### config.mk
export PLATFORM = sky130hd
export DESIGN_NAME = pscfg_loader
export DESIGN_NICKNAME = d
export VERILOG_FILES = /design/src/rtl/pscfg_pkg.sv /design/src/rtl/pscfg_clkgen.sv /design/src/rtl/pscfg_shift.sv /design/src/rtl/pscfg_loader.sv
export SDC_FILE = /design/constraint.sdc
export NUM_CORES = 1
export LEC_CHECK = 0
export BUFFER_PORTS_ARGS = -buffer_cell sky130_fd_sc_hd__buf_2
export CORE_MARGIN = 8
export CORE_UTILIZATION = 53
export DETAILED_ROUTE_END_ITERATION = 12
export PLACE_DENSITY = 0.75
export SYNTH_ARGS = -nofsm -noshare
export SYNTH_HDL_FRONTEND = slang
export SYNTH_SLANG_ARGS = --single-unit
### constraint.sdc
create_clock -name clk -period 4.7 [get_ports clk]
set_input_delay 0.47 -clock clk [delete_from_list [all_inputs] [get_ports clk]]
set_output_delay 0.47 -clock clk [all_outputs]
set_load 0.05 [all_outputs]
### src/rtl/pscfg_pkg.sv
package pscfg_pkg;
    typedef enum logic [2:0] {
        ST_IDLE,
        ST_RESET,
        ST_WAIT,
        ST_SHIFT,
        ST_TRAIL,
        ST_CHECK
    } cfg_state_e;
endpackage

### src/rtl/pscfg_clkgen.sv
module pscfg_clkgen #(
    parameter int DIV_W = 8
) (
    input  logic             clk,
    input  logic             rst_n,
    input  logic             run,
    input  logic [DIV_W-1:0] half_len,
    output logic             sclk,
    output logic             rise_tick,
    output logic             fall_tick
);
    logic [DIV_W-1:0] hcnt;
    logic             wrap;

    assign wrap      = run && (hcnt == half_len);
    assign rise_tick = wrap && !sclk;
    assign fall_tick = wrap && sclk;

    always_ff @(posedge clk or negedge rst_n) begin
        if (!rst_n) begin
            hcnt <= '0;
            sclk <= 1'b0;
        end else if (!run) begin
            hcnt <= '0;
            sclk <= 1'b0;
        end else if (wrap) begin
            hcnt <= '0;
            sclk <= ~sclk;
        end else begin
            hcnt <= hcnt + 1'b1;
        end
    end

    // the clock sits low whenever the generator is stopped
    a_r6_idle_low: assert property (@(posedge clk) disable iff (!rst_n)
        !run |-> !sclk);
    // a rise tick is followed by a high clock
    a_r6_rise_high: assert property (@(posedge clk) disable iff (!rst_n)
        rise_tick |=> sclk);
endmodule

### src/rtl/pscfg_shift.sv
module pscfg_shift (
    input  logic       clk,
    input  logic       rst_n,
    input  logic       load,
    input  logic [7:0] din,
    input  logic       advance,
    output logic       sdata,
    output logic       last_bit
);
    logic [7:0] sreg;
    logic [2:0] bidx;

    assign sdata    = sreg[0];
    assign last_bit = (bidx == 3'd7);

    always_ff @(posedge clk or negedge rst_n) begin
        if (!rst_n) begin
            sreg <= '0;
            bidx <= '0;
        end else if (load) begin
            sreg <= din;
            bidx <= '0;
        end else if (advance) begin
            sreg <= {1'b0, sreg[7:1]};
            bidx <= bidx + 1'b1;
        end
    end

    // a load never coincides with a shift
    a_r4_load_excl: assert property (@(posedge clk) disable iff (!rst_n)
        !(load && advance));
endmodule

### src/rtl/pscfg_loader.sv
module pscfg_loader #(
    parameter int CLK_HZ     = 50_000_000,
    parameter int RESET_US   = 200,
    parameter int TRAIL_CLKS = 50,
    parameter int DIV_W      = 8
) (
    input  logic             clk,
    input  logic             rst_n,
    input  logic             start,
    input  logic [DIV_W-1:0] half_div,
    input  logic             s_valid,
    input  logic [7:0]       s_data,
    input  logic             s_last,
    output logic             s_ready,
    output logic             pwr_off,
    output logic             cfg_rst_n,
    output logic             ser_clk,
    output logic             ser_data,
    input  logic             cfg_complete_in,
    input  logic             tgt_stat_in,
    output logic             busy,
    output logic             done,
    output logic             error,
    output logic [1:0]       tgt_status
);
    import pscfg_pkg::*;

    localparam int RST_CYC = (CLK_HZ / 1_000_000) * RESET_US;
    localparam int RCW     = $clog2(RST_CYC + 1);
    localparam int TCW     = $clog2(TRAIL_CLKS + 1);
    localparam logic [RCW-1:0] RST_LAST = RCW'(RST_CYC - 1);
    localparam logic [TCW-1:0] TRL_LAST = TCW'(TRAIL_CLKS - 1);

    cfg_state_e       state_q, state_d;
    logic [RCW-1:0]   rst_cnt;
    logic [TCW-1:0]   trl_cnt;
    logic [DIV_W-1:0] half_q;
    logic             last_q;
    logic [1:0]       sync1, sync2;
    logic             rise_tick, fall_tick, last_bit, accept, gen_run;

    assign accept  = (state_q == ST_WAIT) && s_valid;
    assign s_ready = (state_q == ST_WAIT);
    assign busy    = (state_q != ST_IDLE);
    assign gen_run = (state_q == ST_SHIFT) || (state_q == ST_TRAIL);

    pscfg_clkgen #(.DIV_W(DIV_W)) u_clk (
        .clk       (clk),
        .rst_n     (rst_n),
        .run       (gen_run),
        .half_len  (half_q),
        .sclk      (ser_clk),
        .rise_tick (rise_tick),
        .fall_tick (fall_tick)
    );

    pscfg_shift u_shift (
        .clk      (clk),
        .rst_n    (rst_n),
        .load     (accept),
        .din      (s_data),
        .advance  (fall_tick && (state_q == ST_SHIFT)),
        .sdata    (ser_data),
        .last_bit (last_bit)
    );

    // state register
    always_ff @(posedge clk or negedge rst_n) begin
        if (!rst_n) state_q <= ST_IDLE;
        else        state_q <= state_d;
    end

    // next state
    always_comb begin
        state_d = state_q;
        unique case (state_q)
            ST_IDLE:  if (start) state_d = ST_RESET;
            ST_RESET: if (rst_cnt == RST_LAST) state_d = ST_WAIT;
            ST_WAIT:  if (s_valid) state_d = ST_SHIFT;
            ST_SHIFT: if (fall_tick && last_bit) state_d = last_q ? ST_TRAIL : ST_WAIT;
            ST_TRAIL: if (fall_tick && (trl_cnt == TRL_LAST)) state_d = ST_CHECK;
            ST_CHECK: state_d = ST_IDLE;
            default:  state_d = ST_IDLE;
        endcase
    end

    // outputs, counters and captured settings
    always_ff @(posedge clk or negedge rst_n) begin
        if (!rst_n) begin
            rst_cnt    <= '0;
            trl_cnt    <= '0;
            half_q     <= '0;
            last_q     <= 1'b0;
            pwr_off    <= 1'b1;
            cfg_rst_n  <= 1'b1;
            done       <= 1'b0;
            error      <= 1'b0;
            tgt_status <= 2'b00;
            sync1      <= 2'b00;
            sync2      <= 2'b00;
        end else begin
            sync1 <= {cfg_complete_in, tgt_stat_in};
            sync2 <= sync1;
            done  <= 1'b0;
            error <= 1'b0;
            unique case (state_q)
                ST_IDLE: begin
                    rst_cnt <= '0;
                    trl_cnt <= '0;
                    if (start) begin
                        half_q    <= half_div;
                        pwr_off   <= 1'b0;
                        cfg_rst_n <= 1'b0;
                    end
                end
                ST_RESET: begin
                    rst_cnt <= rst_cnt + 1'b1;
                    if (rst_cnt == RST_LAST) cfg_rst_n <= 1'b1;
                end
                ST_WAIT: begin
                    if (s_valid) last_q <= s_last;
                end
                ST_SHIFT: begin
                    trl_cnt <= '0;
                end
                ST_TRAIL: begin
                    if (fall_tick) trl_cnt <= trl_cnt + 1'b1;
                end
                ST_CHECK: begin
                    tgt_status <= sync2;
                    done       <= &sync2;
                    error      <= ~&sync2;
                end
                default: ;
            endcase
        end
    end

    // the target stays powered throughout a load
    a_r2_power_on: assert property (@(posedge clk) disable iff (!rst_n)
        busy |-> !pwr_off);
    // configuration reset low exactly while counting the interval
    a_r3_reset_low: assert property (@(posedge clk) disable iff (!rst_n)
        (state_q == ST_RESET) |-> !cfg_rst_n);
    // released before bytes are taken
    a_r3_released: assert property (@(posedge clk) disable iff (!rst_n)
        s_ready |-> cfg_rst_n);
    // data holds while the serial clock is high
    a_r5_data_stable: assert property (@(posedge clk) disable iff (!rst_n)
        (ser_clk && $past(ser_clk)) |-> $stable(ser_data));
    // a byte is taken only with the serial clock parked low
    a_r7_ready_clk_low: assert property (@(posedge clk) disable iff (!rst_n)
        s_ready |-> !ser_clk);
    // trailing clocks carry zero data
    a_r8_trail_zero: assert property (@(posedge clk) disable iff (!rst_n)
        (state_q == ST_TRAIL) |-> !ser_data);
    // outcome pulses are exclusive and one cycle long
    a_r9_exclusive: assert property (@(posedge clk) disable iff (!rst_n)
        !(done && error));
    a_r9_done_pulse: assert property (@(posedge clk) disable iff (!rst_n)
        done |=> !done);
    a_r9_error_pulse: assert property (@(posedge clk) disable iff (!rst_n)
        error |=> !error);
    // busy has dropped when the outcome is reported
    a_r11_busy_end: assert property (@(posedge clk) disable iff (!rst_n)
        (done || error) |-> !busy);
endmodule

==> impl_metrics.tcl <==
set metrics [dict create \
    start_util_pct 54.9 \
    start_kind "flip-flop" \
    wl_per_cell_um 14.4 \
    layout_commonest_cell "dfrtp_1" \
    grt_pass1_vias 2295 \
    yosysUniqueCellTypes 43 \
    period_needed_ps 2150 \
    place.gp.congestion 0.780 \
    clock-root-buffer "clkbuf_8" \
    worst-setup-path-type "reg2out" \
    p_leak_uw 0.00157 \
    cp.required_ps 4230 \
    fin_setup_tns_ps 0 \
    maxCapViolations 0 \
    cp.arrival_ps 1680 \
    hold_viol 0 \
    cts_num_sinks 62 \
    final-setup-viol-count 0 \
    outcome "finished, final reports clean" \
    synth_edf_count 0 \
    async_flop_share_pct 100 \
    ir_drop_uv 244 \
    synthToLayoutAreaGrowth_pct 14.8 \
    syn_nets 325 \
    h-tree-depth 3 \
    synthTopCellsByArea "dfrtp_1 50%, mux2i_1 6.3%, nand2_1 4.3%, nor2_1 4.2%, mux2_2 3.7%" \
    insertion_delay_ps 340 \
    detail-route-antenna-nets 0 \
    syn_area_per_cell_sq_um 10.2 \
    overflow 0 \
    synth_warnings 0 \
    postCtsResizedCells 0 \
    syn_area_sq_um 3020 \
    synth_flop_cell "dfrtp_1" \
    synth_cells 296 \
    firstDrtPassIters 6 \
    seq_area_frac_synth_pct 51.4 \
    core_sq_um 5510 \
    postCtsSetupRepairBufs 0 \
    fin_crit_sh_pct 45.8 \
    p_per_area_nw_per_um2 326 \
    worst_clock_skew_ps 8.49 \
    grt_usage_pct 15.1 \
    synth_top_area_share_pct 49.7 \
    diodes 0 \
    drive_above_1_share_pct 20.1 \
    grt_antenna_before_repair 0 \
    clockBufferDepth 2 \
    dieArea_sq_um 8370 \
    final_cell_mix "60 x dfrtp_1, 35 x nand2_1, 34 x nor2_1" \
    synth_seq_cells 62 \
    crit_path_end_kind "primary output" \
    slew_headroom_pct 49.1 \
    grt_max_degree 63 \
    drt_wl_total_um 5830 \
    place.port_buffers 32 \
    synth_area_leader_cell "dfrtp_1" \
    nets 358 \
    maxSlewViolCount 0 \
    final_cell_area_sq_um 3470 \
    fmax_mhz 465 \
    viasPerCell 5.48 \
    vias 2224 \
    cts_hold_buf 0 \
    fp.dieH_um 91.5 \
    cp_max_fo 14 \
    hp-class "in2reg" \
    finalNonFillerCells 406 \
    cts_tree "done" \
    tightestPinTransition_ps 763 \
    grt_pass1_wl_um 10400 \
    place_area_sq_um 3220 \
    die_x_um 91.5 \
    rows 27 \
    rsz0062_at_grt "no" \
    drt_iter0_drc 158 \
    cts_made_buffers 9 \
    hpwl_um 4000 \
    io_pins 33 \
    clk_pin_slew_worst_paths_ps 70 \
    placedCellCount 390 \
    drc 0 \
]
==> cells by family after synthesis <==
kind of cell	after synthesis	share of synthesized area (%)
fa+ha+maj	6	2.49
compound gates	47	9.32
simple gates	119	19.3
buf+inv	17	2.78
xor+xnor	16	4.64
flops	62	51.4
mux	29	10.0
==> metal layers <==
metal  share of wire (%)  vias to the layer above  track usage [%]
met1                  48                     1059             19.0
met4                 2.1                        0             7.37
met5                   0                        -                0
li1                    -                     1103                -
met3                 4.4                       13             4.53
met2                  45                       49             23.1
==> synth_stat cells, types with 2 or more instances <==
library cell  instances
a22o_1                4
inv_1                 5
nor2_1               34
or3_4                 2
or4_1                 3
and3_1                9
o21ai_0              14
clkbuf_1              8
o22ai_1               2
nand4_1               5
buf_6                 2
nor3_1                5
mux2i_1              19
mux2_2               10
xor2_1                4
ha_1                  6
nand3_1              12
dfrtp_1              60
dfstp_2               2
nor4b_1               2
a21o_1                3
and4_1                2
nand2_1              35
a21oi_1              18
xnor2_1              12
==> final cells by class <==
type / count / area [sq um]
repair buffers: 34 / 175
flip-flops and latches: 62 / 1550
well taps: 72 / 90.1
clock inverters: 7 / 123
clock buffers: 9 / 124
fillers: 454 / 2040
inverters: 5 / 18.8
multi-input cells: 217 / 1380
==> state kept, by name, indices dropped and copies added, names as in the netlist, 2 cells and up <==
name,flops
half_q,8
u_shift.bidx,3
trl_cnt,6
rst_cnt,14
tgt_status,2
state_q,3
u_shift.sreg,8
sync2,2
u_clk.hcnt,8
sync1,2
==> per-stage QoR <==
stage               worst slack [ps]  hold WS (ps)  total power (uW)  utilization (%)
floorplan                       2600           174               547                -
global placement                2790           331               567             58.5
detailed placement              2730           340               567             58.5
CTS                             2530           223              1140             63.0
global route                    2420           215              1170             63.0
finish                          2550           235              1130             63.0
==> worst max-delay path: stages, from the launching register on <==
cell and delay, ps:
dfrtp_1 610, inv_1 310, nand2_1 150, buf_2 270
==> final timing paths <==
kind / slack, ps / from / cells past startpoint / end
min in group asynchronous: 290 / rst_n / 2 / trl_cnt[3]$_DFFE_PN0P_
worst max-delay path: 2550 / state_q[0]$_DFFE_PN0P_ / 3 / busy
worst min register to register: 360 / sync1[1]$_DFF_PN0_ / 0 / sync2[1]$_DFF_PN0_
worst min-delay path: 240 / cfg_complete_in / 1 / sync1[1]$_DFF_PN0_
worst max register to register: 2680 / state_q[0]$_DFFE_PN0P_ / 5 / trl_cnt[2]$_DFFE_PN0P_
max in group asynchronous: 3910 / rst_n / 2 / rst_cnt[11]$_DFFE_PN0P_
==> power breakdown <==
group / total (uW) / leakage [uW] / internal, uW / switching [uW]
combinational: 20.3 / 0.000680 / 7.28 / 13.0
sequential: 536 / 0.000778 / 535 / 0.931
clock: 573 / 0.000116 / 354 / 220
Power figures use the tool's default switching activity.
